--- config.mk ---
export PLATFORM = sky130hd
export DESIGN_NAME = dco_loop_filter
export DESIGN_NICKNAME = d
export VERILOG_FILES = /design/src/rtl/dlf_pkg.sv /design/src/rtl/dlf_step_map.sv /design/src/rtl/dlf_word_reg.sv /design/src/rtl/dlf_div_clamp.sv /design/src/rtl/dco_loop_filter.sv
export SDC_FILE = /design/constraint.sdc
export NUM_CORES = 1
export LEC_CHECK = 0
export ABC_AREA = 1
export ABC_CLOCK_PERIOD_IN_PS = 1600
export BUFFER_PORTS_ARGS = -buffer_cell sky130_fd_sc_hd__buf_2
export CAP_MARGIN = 25
export CELL_PAD_IN_SITES_DETAIL_PLACEMENT = 0
export CELL_PAD_IN_SITES_GLOBAL_PLACEMENT = 1
export CORE_ASPECT_RATIO = 0.75
export CORE_UTILIZATION = 36
export DETAILED_ROUTE_END_ITERATION = 7
export GPL_TIMING_DRIVEN = 0
export PLACE_DENSITY_LB_ADDON = 0.1
export SLEW_MARGIN = 10
export SYNTH_ARGS = -nofsm -noshare
export SYNTH_HDL_FRONTEND = slang
export SYNTH_SLANG_ARGS = --single-unit
--- constraint.sdc ---
create_clock -name clk -period 1.6 [get_ports clk]
set_input_delay 0.32 -clock clk [delete_from_list [all_inputs] [get_ports clk]]
set_output_delay 0.32 -clock clk [all_outputs]
set_load 0.1 [all_outputs]
--- src/rtl/dlf_pkg.sv ---
package dlf_pkg;

  // Comparator error bands, ordered from base-clock-slowest to fastest.
  typedef enum logic [2:0] {
    BAND_SLOW_FAR  = 3'd0,
    BAND_SLOW_MID  = 3'd1,
    BAND_SLOW_NEAR = 3'd2,
    BAND_FAST_NEAR = 3'd3,
    BAND_FAST_MID  = 3'd4,
    BAND_FAST_FAR  = 3'd5
  } band_e;

  localparam int unsigned BAND_W = 3;

endpackage

--- src/rtl/dlf_step_map.sv ---
module dlf_step_map
  import dlf_pkg::*;
#(
  parameter int unsigned WORD_W     = 12,
  parameter int unsigned STEP_FINE  = 1,
  parameter int unsigned STEP_MID   = 8,
  parameter int unsigned STEP_COARSE = 32
) (
  input  logic              vld_i,
  input  logic [BAND_W-1:0] code_i,
  output logic              upd_o,
  output logic              dec_o,
  output logic [WORD_W-1:0] mag_o,
  output logic              fine_o
);

  localparam logic [WORD_W-1:0] MagFine   = WORD_W'(STEP_FINE);
  localparam logic [WORD_W-1:0] MagMid    = WORD_W'(STEP_MID);
  localparam logic [WORD_W-1:0] MagCoarse = WORD_W'(STEP_COARSE);

  always_comb begin
    upd_o  = 1'b0;
    dec_o  = 1'b0;
    mag_o  = '0;
    fine_o = 1'b0;
    if (vld_i) begin
      unique case (code_i)
        BAND_SLOW_FAR:  begin upd_o = 1'b1; dec_o = 1'b1; mag_o = MagCoarse; end
        BAND_SLOW_MID:  begin upd_o = 1'b1; dec_o = 1'b1; mag_o = MagMid;    end
        BAND_SLOW_NEAR: begin upd_o = 1'b1; dec_o = 1'b1; mag_o = MagFine; fine_o = 1'b1; end
        BAND_FAST_NEAR: begin upd_o = 1'b1; dec_o = 1'b0; mag_o = MagFine; fine_o = 1'b1; end
        BAND_FAST_MID:  begin upd_o = 1'b1; dec_o = 1'b0; mag_o = MagMid;    end
        BAND_FAST_FAR:  begin upd_o = 1'b1; dec_o = 1'b0; mag_o = MagCoarse; end
        default:        begin upd_o = 1'b0; end
      endcase
    end
  end

endmodule

--- src/rtl/dlf_word_reg.sv ---
module dlf_word_reg #(
  parameter int unsigned   WORD_W     = 12,
  parameter logic [11:0]   RESET_WORD = 12'h800
) (
  input  logic              clk,
  input  logic              rst_n,
  input  logic              upd_i,
  input  logic              dec_i,
  input  logic [WORD_W-1:0] mag_i,
  input  logic              fine_i,
  output logic [WORD_W-1:0] word_o,
  output logic              stable_o
);

  localparam logic [WORD_W-1:0] WordInit = WORD_W'(RESET_WORD);

  logic [WORD_W-1:0] word_q, word_d;
  logic              stable_q, stable_d;

  // Next state: full-width add/subtract, wrapping modulo 2**WORD_W.
  always_comb begin
    word_d   = dec_i ? (word_q - mag_i) : (word_q + mag_i);
    stable_d = fine_i;
  end

  always_ff @(posedge clk or negedge rst_n) begin
    if (!rst_n) begin
      word_q   <= WordInit;
      stable_q <= 1'b0;
    end else if (upd_i) begin
      word_q   <= word_d;
      stable_q <= stable_d;
    end
  end

  assign word_o   = word_q;
  assign stable_o = stable_q;

endmodule

--- src/rtl/dlf_div_clamp.sv ---
module dlf_div_clamp #(
  parameter int unsigned DIV_W   = 4,
  parameter int unsigned DIV_MAX = 9
) (
  input  logic [DIV_W-1:0] raw_i,
  output logic [DIV_W-1:0] div_o
);

  localparam logic [DIV_W-1:0] Ceil = DIV_W'(DIV_MAX);

  always_comb begin
    div_o = (raw_i > Ceil) ? Ceil : raw_i;
  end

endmodule

--- src/rtl/dco_loop_filter.sv ---
module dco_loop_filter
  import dlf_pkg::*;
#(
  parameter int unsigned DIV_W       = 4,
  parameter int unsigned STG_W       = 8,
  parameter int unsigned DIV_MAX     = 9,
  parameter logic [11:0] RESET_WORD  = 12'h800,
  parameter int unsigned STEP_FINE   = 1,
  parameter int unsigned STEP_MID    = 8,
  parameter int unsigned STEP_COARSE = 32
) (
  input  logic             clk,
  input  logic             rst_n,
  input  logic             band_vld,
  input  logic [2:0]       band_code,
  output logic [DIV_W-1:0] div_out,
  output logic [STG_W-1:0] stg_out,
  output logic             stable
);

  localparam int unsigned WORD_W = DIV_W + STG_W;

  logic              upd, dec, fine;
  logic [WORD_W-1:0] mag;
  logic [WORD_W-1:0] word;

  dlf_step_map #(
    .WORD_W     (WORD_W),
    .STEP_FINE  (STEP_FINE),
    .STEP_MID   (STEP_MID),
    .STEP_COARSE(STEP_COARSE)
  ) u_map (
    .vld_i (band_vld),
    .code_i(band_code),
    .upd_o (upd),
    .dec_o (dec),
    .mag_o (mag),
    .fine_o(fine)
  );

  dlf_word_reg #(
    .WORD_W    (WORD_W),
    .RESET_WORD(RESET_WORD)
  ) u_word (
    .clk     (clk),
    .rst_n   (rst_n),
    .upd_i   (upd),
    .dec_i   (dec),
    .mag_i   (mag),
    .fine_i  (fine),
    .word_o  (word),
    .stable_o(stable)
  );

  dlf_div_clamp #(
    .DIV_W  (DIV_W),
    .DIV_MAX(DIV_MAX)
  ) u_clamp (
    .raw_i(word[WORD_W-1:STG_W]),
    .div_o(div_out)
  );

  assign stg_out = word[STG_W-1:0];

endmodule

# After elaboration in Yosys (flattened, before gate mapping)
# Cells that the tools add are included.
# op_classes
mux	10
order_cmp	1
n_addsub	2
eq_ne	5
n_reduce_logical	6
# op_table
operator	n
$mux W12	2
$pmux W6 S3	1
$add A12 B12 Y12	1
$sub A12 B12 Y12	1
$eq A3 B2 Y1 const B	2
$eq A3 B3 Y1 const B	2
$mux W1	6
$reduce_or A2 Y1	3
$reduce_or A6 Y1	1
$gt A4 B4 Y1 const B	1
$mux W4	1
$eq A3 B1 Y1 const B	1
$logic_not A3 Y1	1
$reduce_or A3 Y1	1
# totals
word_cells	26
register_bits	13
inputBits	6

# Longest topological paths before layout
# Gate-level depths: netlist of run 1.
# depth
depth_word	6
mapped_depth	19
depth_no_buf	19

# By module
# Synthesis of run 1 repeated with hierarchy kept, for this count alone.
# hier_totals
hier_cells	224
hier_area_um2	1487.7
# modules_own_cells
mod	seq_area_each_um2	area_each_um2	n_inst	cells_each
dlf_word_reg	326.6	1312.5	1	191
dlf_step_map	0.0	135.1	1	24
dlf_div_clamp	0.0	40.0	1	9

# Worst setup path before layout of run 1
# Ideal clock, no wire load.
# synth_path
kind	input to register
from	input band_vld
to	register u_word.word_q[7] (netlist: u_word.word_o[7])
t_required_ns	1.480
n_path_buf	0
stages	17
arrival_time_ns	2.223
path_slack_ns	-0.742
path_cell_list	inv_2 nor2_4 inv_2 nor2_2 inv_2 ha_1 ha_1 a21oi_1 ha_1 nand2_1 clkinv_2 nand2_2 inv_1 a21oi_1 nand2_1 nand3_1 nand2_1
# synth_via
elab_chain_cells	3
# synth_rtl
item	line	rtl
start: declaration	dco_loop_filter.sv:14	input logic band_vld,
$mux W12	dlf_step_map.sv:26	if (vld_i) begin
$add A12 B12 Y12 / $sub A12 B12 Y12 (equally long branches)	dlf_word_reg.sv:22	word_d = dec_i ? (word_q - mag_i) : (word_q + mag_i);
$mux W12	dlf_word_reg.sv:22	
end signal: assignment	dlf_word_reg.sv:28	word_q <= WordInit;
end signal: assignment	dlf_word_reg.sv:31	word_q <= word_d;
end: declaration	dlf_word_reg.sv:17	logic [WORD_W-1:0] word_q, word_d;
# Parallel ways exist; a longest one is shown, timed or not.
# A chain may end at the register's enable or synchronous reset.

# Worst setup path after layout of run 1
# layout_path
from	input band_vld
to	register u_word.word_q[11] (netlist: u_word.word_o[11])
# Same word-level chain as after synthesis.

==> flow_metrics.py, run 1 <==
metrics = {
    "clock_network": {
        "clock-root-buffer": "clkbuf_8",
        "path_clk_slew_ps": 60,
        "insertion_delay_ps": 260,
        "cts.sinks": 13,
        "htreeDepth": 1,
        "tritoncts": "yes",
        "ctsLongestPathBuffers": 2,
        "cts_buffers": 3,
    },
    "layout": {
        "drive_above_1_share_pct": 55.7,
        "final_cells": 287,
        "fin_nets": 259,
        "layout-area-overhead-vs-synth_pct": 68.8,
        "final_cell_area_um2": 2230,
        "utilization_pct": 65.6,
        "diodes": 0,
    },
    "yosys": {
        "ys_ff_latch": 13,
        "avgSynthCellArea_um2": 6.78,
        "synth_xor_area_share_pct": 1.99,
        "yosysTopAreaCellShare_pct": 22.7,
        "yosysSeqAreaShare_pct": 24.7,
        "yosys.area.top_type": "dfrtp_1",
        "syn_nets": 216,
        "synthTopCellsByArea": "dfrtp_1, nand2_1, ha_1",
        "synth_top_family_by_area": "simple AND/OR/NAND/NOR gates",
        "synth_fa_ha_area_share_pct": 14.8,
        "synthesis.instances": 195,
        "synth_edf_count": 0,
        "post-synth-top-count-cell": "nand2_1",
        "synthTopCellsByCount": "nand2_1, inv_1, nor2_1",
        "synth.mux.area_fraction_pct": 0,
        "synth_compound_area_share_pct": 9.18,
        "syn_area_um2": 1320,
        "ys.flop_type": "dfrtp_1",
        "netlist-cell-type-count": 34,
        "ys_warn_count": 0,
        "synth_simple_gate_area_share_pct": 38.9,
        "ys_async_sr_fraction_pct": 100,
    },
    "global_routing": {
        "grt_max_degree": 14,
        "use_met3_pct": 3.31,
        "busiest_layer": "met2",
        "antenna_found_initial": 0,
        "grt-ovfl-total": 0,
        "grt_pass1_vias": 1374,
        "grt_use_met2_pct": 41.2,
        "met1_usage_pct": 29.8,
        "grt_first_pass_wirelength_um": 6600,
        "grtUsageTotal_pct": 23.1,
    },
    "worst_setup_path": {
        "max_stage_delay_ps": 320,
        "criticalPathCategory": "primary input to flip-flop",
        "critPathMaxFanout": 4,
        "crit_slowest_cell": "ha_4",
        "crit_chain": "buf_12 > inv_12 > nor2_4 > inv_4 > nor2_4 > inv_2 > ha_4 > ha_4 > or2_4 > ha_4 > nand4_1 > nor2_2 > nand2_2 > nand3_2 > nand2_2 > nand2_1 > nand2_1 > nand2_1",
        "cp.arrival_ps": 2330,
        "cp.required_ps": 1800,
        "reg2reg_from": "u_word.word_o[0]",
        "cp-start-kind": "primary input",
        "cp-end-kind": "flip-flop",
        "critPathLaunch": "band_vld",
    },
    "detailed_routing": {
        "first_iter_violations": 37,
        "drt_pass1_iterations": 4,
        "wl_per_cell_um": 14.6,
        "drc": 0,
        "vias": 1416,
        "wirelength_um": 4180,
        "ant_nets": 0,
        "via_per_inst": 4.93,
    },
    "sta": {
        "worstMarginPinSlew_ps": 488,
        "layout_setup_ws_ps": -525,
        "final_hold_viol_count": 0,
        "whs_ps": 491,
        "setup_violations": 11,
        "skew_ps": 5.32,
        "min_period_over_period_pct": 133,
        "timing.fmax_mhz": 471,
        "slew_viol_final": 0,
        "rsz0062_at_grt": "yes",
        "maxSlewHeadroom_pct": 67.7,
        "fin_crit_ps": 2120,
    },
    "min_path": {
        "min_from": "u_word.stable_o",
        "holdCritPathClass": "flip-flop to flip-flop",
    },
    "floorplanning": {
        "die_area_um2": 3920,
        "num_rows": 18,
        "coreArea_um2": 3400,
        "die_h_um": 54.5,
        "ios": 19,
        "fp.dieW_um": 72.0,
        "initial_utilization_pct": 38.9,
    },
    "place": {
        "dp_cells": 263,
        "portBuffers": 18,
        "placed_area_um2": 1580,
        "dp_hpwl_um": 2730,
        "gp_congestion": 0.802,
    },
    "job": {
        "maxCapViolations": 0,
    },
    "status": {
        "status": "finished, violations left",
        "violations": "negative setup slack",
    },
}
[final timing paths]
| path | endpoint | slack, ps | cells after the start |
|---|---|---|---|
| min in group asynchronous | u_word.word_o[0] | 510 | 2 |
| worst min register to register | u_word.stable_o | 490 | 2 |
| worst min-delay path | u_word.stable_o | 490 | 2 |
| max in group asynchronous | u_word.word_o[11] | 770 | 2 |
| worst max register to register | u_word.word_o[8] | -240 | 11 |
| worst max-delay path | u_word.word_o[11] | -520 | 18 |
[metrics by stage]
stage / setup TNS [ps] / setup WS (ps)
floorplan: -5500 / -720
global placement: -9510 / -1140
detailed placement: -9870 / -1180
CTS: -3290 / -472
global route: -4520 / -629
finish: -3560 / -525
[state kept, by name (all words and copies together) (netlist names)]
register         flops
u_word.word_o       12
u_word.stable_o      1
[layout make-up]
class	count	area (µm²)
well taps	50	62.6
plain buffers	2	10.0
clock buffers	3	41.3
clock inverters	1	5.00
repair buffers	38	333
inverters	33	159
fillers	277	1170
multi-input cells	147	1290
flip-flops and latches	13	332
[cell usage in the layout (no fill, tap or decap), drive strengths merged, types with 2 or more instances in the layout]
cell	netlist	final
inv	31	31
nor2	21	21
o21ai	7	7
ha	14	14
buf	1	37
clkinv	2	3
nand4	5	5
a21oi	8	8
clkbuf	1	5
xnor2	2	2
nand2	62	62
a31oi	2	2
nand3	16	16
dfrtp	12	12
or2	3	3
[repair_timing]
action                                  CTS  global route
endpoints found under the setup margin   14            12
hold endpoints to repair                 12             0
hold buffers                              1             0
pin swaps                                34            17
resized for setup                        76            30
buffers inserted                         15             4
[routing by layer]
layer / wire length (µm) / vias up
li1: - / 708
met1: 1980 / 682
met2: 2030 / 21
met3: 136 / 5
met4: 38 / 0
met5: 0 / -
[worst max-delay path, delay by kind of cell]
| family | cells | cell delay, ps |
|---|---|---|
| AND/OR/NAND/NOR | 11 | 1110 |
| buffers and inverters | 4 | 250 |
| adder cells (fa/ha/maj) | 3 | 620 |
[kinds of logic (layout without fill, tap and decap cells)]
family / count (synthesis) / after routing
xor+xnor: 3 / 3
compound gates: 20 / 20
buf+inv: 35 / 77
flops: 13 / 13
fa+ha+maj: 15 / 15
simple gates: 109 / 109
Power of run 1 is not shown: default switching activity piles up to over one toggle a cycle in this logic, so the estimate is an artifact.
==> inputs of run 2 (changes only) <==
--- a/config.mk
+++ b/config.mk
@@ -11,7 +11,6 @@
 export CAP_MARGIN = 25
 export CELL_PAD_IN_SITES_DETAIL_PLACEMENT = 0
 export CELL_PAD_IN_SITES_GLOBAL_PLACEMENT = 1
-export CORE_ASPECT_RATIO = 0.75
 export CORE_UTILIZATION = 36
 export DETAILED_ROUTE_END_ITERATION = 7
 export GPL_TIMING_DRIVEN = 0
==> run 2 against run 1 <==
The run still ends with negative setup slack left. Non-clock buffer count up 3. Design area shrank 6.4%. Core utilization down 4.5 points. Maximum frequency is 4.1% higher. Worst hold slack lost 37 ps. Final cell count fell by 0.35%. Via count decreased by 1.6%. First-iteration DRC count is 32% higher. Die area hardly changed. Global-route usage is 2.2 points lower. Worst setup slack better by 83 ps. Critical endpoint is now u_word.word_o[8]. Highest routed layer unchanged.
==> flow_metrics.py, run 2 (same netlist as run 1, synthesis figures left out) <==
metrics = {
    "global_routing": {
        "grt_use_met2_pct": 34.5,
        "grtUsageTotal_pct": 20.9,
        "antenna_found_initial": 0,
        "grt_first_pass_wirelength_um": 6400,
        "use_met3_pct": 2.37,
        "busiest_layer": "met2",
        "grt-ovfl-total": 0,
        "met1_usage_pct": 28.7,
        "grt_pass1_vias": 1345,
        "grt_max_degree": 14,
    },
    "detailed_routing": {
        "drt_pass1_iterations": 5,
        "wl_per_cell_um": 13.2,
        "via_per_inst": 4.87,
        "vias": 1394,
        "first_iter_violations": 49,
        "drc": 0,
        "wirelength_um": 3770,
        "ant_nets": 0,
    },
    "place": {
        "dp_cells": 259,
        "portBuffers": 18,
        "gp_congestion": 0.791,
        "dp_hpwl_um": 2550,
    },
    "floorplanning": {
        "num_rows": 21,
        "ios": 19,
        "coreArea_um2": 3420,
        "initial_utilization_pct": 38.7,
        "die_area_um2": 3920,
        "fp.dieW_um": 62.6,
        "die_h_um": 62.6,
    },
    "clock_network": {
        "cts_buffers": 3,
        "ctsLongestPathBuffers": 2,
        "path_clk_slew_ps": 100,
        "clock-root-buffer": "clkbuf_4",
        "cts.sinks": 13,
        "insertion_delay_ps": 290,
        "htreeDepth": 1,
        "tritoncts": "yes",
    },
    "layout": {
        "multi_input_area_um2": 1160,
        "layout_common_cells": "nand2_1, inv_1, buf_4",
        "diodes": 0,
        "largest_register_ffs": 12,
        "fin_nets": 262,
        "fillers": 305,
        "layout_commonest_cell": "nand2_1",
        "regArea_um2": 332,
        "utilization_pct": 61.2,
        "final_cells": 286,
        "layout-area-overhead-vs-synth_pct": 58.0,
        "drive_above_1_share_pct": 50.8,
    },
    "worst_setup_path": {
        "criticalPathCategory": "primary input to flip-flop",
        "cp.arrival_ps": 2240,
        "cp-start-kind": "primary input",
        "critPathMaxFanout": 4,
        "crit_slowest_cell": "ha_4",
        "cp.required_ps": 1800,
        "crit_top_cell": "ha_4",
        "crit_chain": "buf_12 > inv_12 > nor2_4 > buf_6 > a32oi_4 > ha_4 > ha_4 > a21oi_4 > ha_4 > a21oi_4 > nor2_1 > nor2_1 > nand3_1 > nand3_1 > nand2_1",
        "cp-end-kind": "flip-flop",
        "max_stage_delay_ps": 260,
    },
    "sta": {
        "layout_setup_ws_ps": -441,
        "setup_violations": 11,
        "rsz0062_at_grt": "yes",
        "timing.fmax_mhz": 490,
        "whs_ps": 454,
        "final_hold_viol_count": 0,
        "skew_ps": 7.47,
        "slew_viol_final": 0,
        "min_period_over_period_pct": 128,
        "worstMarginPinSlew_ps": 485,
        "maxSlewHeadroom_pct": 67.9,
        "fin_crit_ps": 2040,
    },
    "status": {
        "violations": "negative setup slack",
        "status": "finished, violations left",
    },
    "min_path": {
        "holdCritPathClass": "primary input to async pin",
    },
    "job": {
        "maxCapViolations": 0,
    },
}
[run 2: changes by cell type in the layout (fill, tap and decap cells not counted), moves of 3 or more]
| cell | change |
|---|---|
| buf_4 | +3 |
| clkbuf_8 | -3 |
| nand2_4 | -6 |
| a21oi_4 | -3 |
| nand3_1 | +4 |
| nand2_1 | +4 |
| a21oi_2 | +3 |
| clkbuf_4 | +3 |
[run 2: worst paths after layout]
check,end,slack (ps),start,cells after the start
min in group clk,u_word.stable_o,460,band_code[2],5
worst min-delay path,u_word.word_o[5],450,rst_n,2
worst max-delay path,u_word.word_o[8],-440,band_vld,15
max in group asynchronous,u_word.word_o[11],850,rst_n,2
worst max register to register,u_word.word_o[8],-190,u_word.word_o[0],11
worst min register to register,u_word.word_o[11],490,u_word.word_o[11],2
[run 2: cell type report]
type	count	area share, %
Tap cell	46	2.75
Sequential cell	13	15.9
Timing Repair Buffer	41	16.6
Multi-Input combinational cell	147	55.6
Inverter	33	7.49
Buffer	2	0.479
Clock buffer	4	1.26
[run 2: worst max-delay path, delay by kind of cell]
| family | cells | cell delay [ps] |
|---|---|---|
| buf+inv | 3 | 280 |
| simple gates | 6 | 470 |
| compound gates | 3 | 540 |
| fa+ha+maj | 3 | 640 |
[run 2: stage by stage]
| stage | TNS (ps) | cell area [µm²] | worst slack, ps |
|---|---|---|---|
| final | -3060 | 2090 | -441 |
| after global routing | -4130 | 2090 | -548 |
| after CTS | -2800 | 1940 | -404 |
| after detailed placement | -9830 | 1580 | -1170 |
| after global placement | -9470 | 1580 | -1150 |
| after floorplan | -5500 | 1430 | -720 |
[run 2: per-layer routing]
metal	vias to the layer above	part of all wire (%)
li1	722	-
met1	643	50
met2	24	46
met3	5	2.4
met4	0	1.2
met5	-	0
[run 2: repair_timing]
item,in CTS,in global routing
endpoints found under the hold margin,12,0
hold buffers,1,0
setup buffers,11,11
gates resized for setup,59,23
pin swaps,23,20
setup endpoints to repair,14,12
cloned,0,0
Power of run 2 is left out for the same reason.
==> inputs of run 3 (changes only) <==
--- a/config.mk
+++ b/config.mk
@@ -11,6 +11,7 @@
 export CAP_MARGIN = 25
 export CELL_PAD_IN_SITES_DETAIL_PLACEMENT = 0
 export CELL_PAD_IN_SITES_GLOBAL_PLACEMENT = 1
+export CORE_ASPECT_RATIO = 1.25
 export CORE_UTILIZATION = 36
 export DETAILED_ROUTE_END_ITERATION = 7
 export GPL_TIMING_DRIVEN = 0
==> run 3 against run 2 <==
The flow still finishes with violations (negative setup slack). Register-to-register slack lost 120 ps. Count of clock-buffer cells in the layout stayed put. Wire length down 1.2%. Core utilization decreased by 2.4 points. Clock skew is 3.8 ps lower. Critical path depth rose by 2. Final cell count fell by 3.5%. Design area decreased by 1.2%. Critical endpoint is now u_word.word_o[11].
==> flow_metrics.py, run 3 (same netlist as run 1, synthesis figures left out) <==
metrics = {
    "floorplanning": {
        "initial_utilization_pct": 37.6,
        "fp.dieW_um": 56.2,
        "ios": 19,
        "die_area_um2": 3920,
        "num_rows": 24,
        "die_h_um": 69.8,
        "coreArea_um2": 3510,
    },
    "worst_setup_path": {
        "rr_worst_depth": 11,
        "crit_chain": "buf_4 > inv_4 > nor2_2 > a32oi_4 > ha_4 > ha_4 > a21oi_4 > ha_4 > nand2_4 > clkinv_4 > nand2_2 > nand2_2 > nand2_2 > nand4_1 > nand2_1 > nand2_1 > nand2_1",
        "cp.arrival_ps": 2290,
        "critPathMaxFanout": 5,
        "crit_slowest_cell": "ha_4",
        "reg2reg_from": "u_word.word_o[0]",
        "max_stage_delay_ps": 250,
        "cp-end-kind": "flip-flop",
        "worst-r2r-setup-slack_ps": -310,
        "criticalPathCategory": "primary input to flip-flop",
        "cp-start-kind": "primary input",
        "cp.required_ps": 1800,
        "reg2reg_to": "u_word.word_o[8]",
    },
    "clock_network": {
        "htreeDepth": 1,
        "ctsLongestPathBuffers": 2,
        "path_clk_slew_ps": 60,
        "insertion_delay_ps": 250,
        "cts.sinks": 13,
        "clock-root-buffer": "clkbuf_8",
        "cts_buffers": 3,
        "tritoncts": "yes",
    },
    "layout": {
        "fin_nets": 259,
        "layout-area-overhead-vs-synth_pct": 56.1,
        "largest_register_ffs": 12,
        "fillers": 330,
        "drive_above_1_share_pct": 48.1,
        "diodes": 0,
        "layout_common_cells": "nand2_1, buf_4, inv_1",
        "layout_commonest_cell": "nand2_1",
        "final_cells": 276,
        "utilization_pct": 58.8,
        "final_cell_area_um2": 2060,
    },
    "sta": {
        "layout_setup_ws_ps": -491,
        "min_period_over_period_pct": 131,
        "fin_crit_ps": 2090,
        "final_hold_viol_count": 0,
        "maxSlewHeadroom_pct": 67.7,
        "timing.fmax_mhz": 478,
        "slew_viol_final": 0,
        "rsz0062_at_grt": "yes",
        "skew_ps": 3.72,
        "worstMarginPinSlew_ps": 488,
        "setup_violations": 10,
    },
    "detailed_routing": {
        "wirelength_um": 3730,
        "ant_nets": 0,
        "vias": 1356,
        "first_iter_violations": 39,
        "drc": 0,
        "wl_per_cell_um": 13.5,
        "drt_pass1_iterations": 4,
        "via_per_inst": 4.91,
    },
    "global_routing": {
        "grt_pass1_vias": 1435,
        "grtUsageTotal_pct": 21.4,
        "grt_max_degree": 14,
        "antenna_found_initial": 0,
        "grt_first_pass_wirelength_um": 6470,
        "grt-ovfl-total": 0,
    },
    "place": {
        "gp_congestion": 0.788,
        "dp_cells": 252,
        "dp_hpwl_um": 2660,
        "placed_area_um2": 1570,
        "portBuffers": 18,
    },
    "min_path": {
        "holdCritPathClass": "flip-flop to flip-flop",
        "holdPathStages": 2,
        "whs_endpoint": "u_word.word_o[11]",
        "min_from": "u_word.word_o[11]",
    },
    "status": {
        "status": "finished, violations left",
        "violations": "negative setup slack",
    },
    "job": {
        "maxCapViolations": 0,
    },
}
## run 3: changes by cell type in the layout (fill, tap and decap cells not counted), sizes merged
| cell | previous run | this run |
|---|---|---|
| buf | 40 | 37 |
## run 3: how the worst max path moves through the flow
stage / start / endpoint / cells after the start
after floorplan: band_vld / u_word.word_o[11] / 19
after global placement: band_vld / u_word.word_o[11] / 19
after detailed placement: band_vld / u_word.word_o[11] / 19
after CTS: band_vld / u_word.word_o[8] / 15
after global routing: band_vld / u_word.word_o[11] / 17
final: band_code[0] / u_word.word_o[11] / 17
## run 3: per-stage QoR
step	setup slack, ps	setup TNS [ps]	hold slack, ps
2_1_floorplan	-720	-5500	24.4
5_1_grt	-627	-4530	518
4_1_cts	-476	-3190	496
3_5_place_dp	-1150	-9700	250
6_report	-491	-3480	489
3_3_place_gp	-1100	-9460	243
## run 3: area by class of cell
class	count	area [µm²]	area share [%]
plain buffers	2	10.0	0.485
clock buffers	4	45.0	2.18
inverters	33	151	7.33
multi-input cells	147	1170	56.8
flip-flops and latches	13	332	16.1
well taps	39	48.8	2.36
repair buffers	38	304	14.7
## run 3: worst max-delay path, delay by kind of cell
family          cells  cell delay, ps
compound gates      2             390
simple gates        9             640
buf+inv             3             280
fa+ha+maj           3             640
## run 3: what timing repair did
item / CTS / global route
pin swaps: 31 / 17
setup buffers: 15 / 4
gates resized for setup: 58 / 14
hold buffers: 1 / 0
endpoints found under the hold margin: 12 / 0
endpoints found under the setup margin: 14 / 12
## run 3: per-layer routing
| layer | share of wire [%] | GRT usage (%) |
|---|---|---|
| met1 | 41 | 23.7 |
| met2 | 55 | 40.5 |
| met3 | 1.4 | 2.24 |
| met4 | 2.4 | 8.67 |
| met5 | 0 | 0 |
Power of run 3 is left out for the same reason.
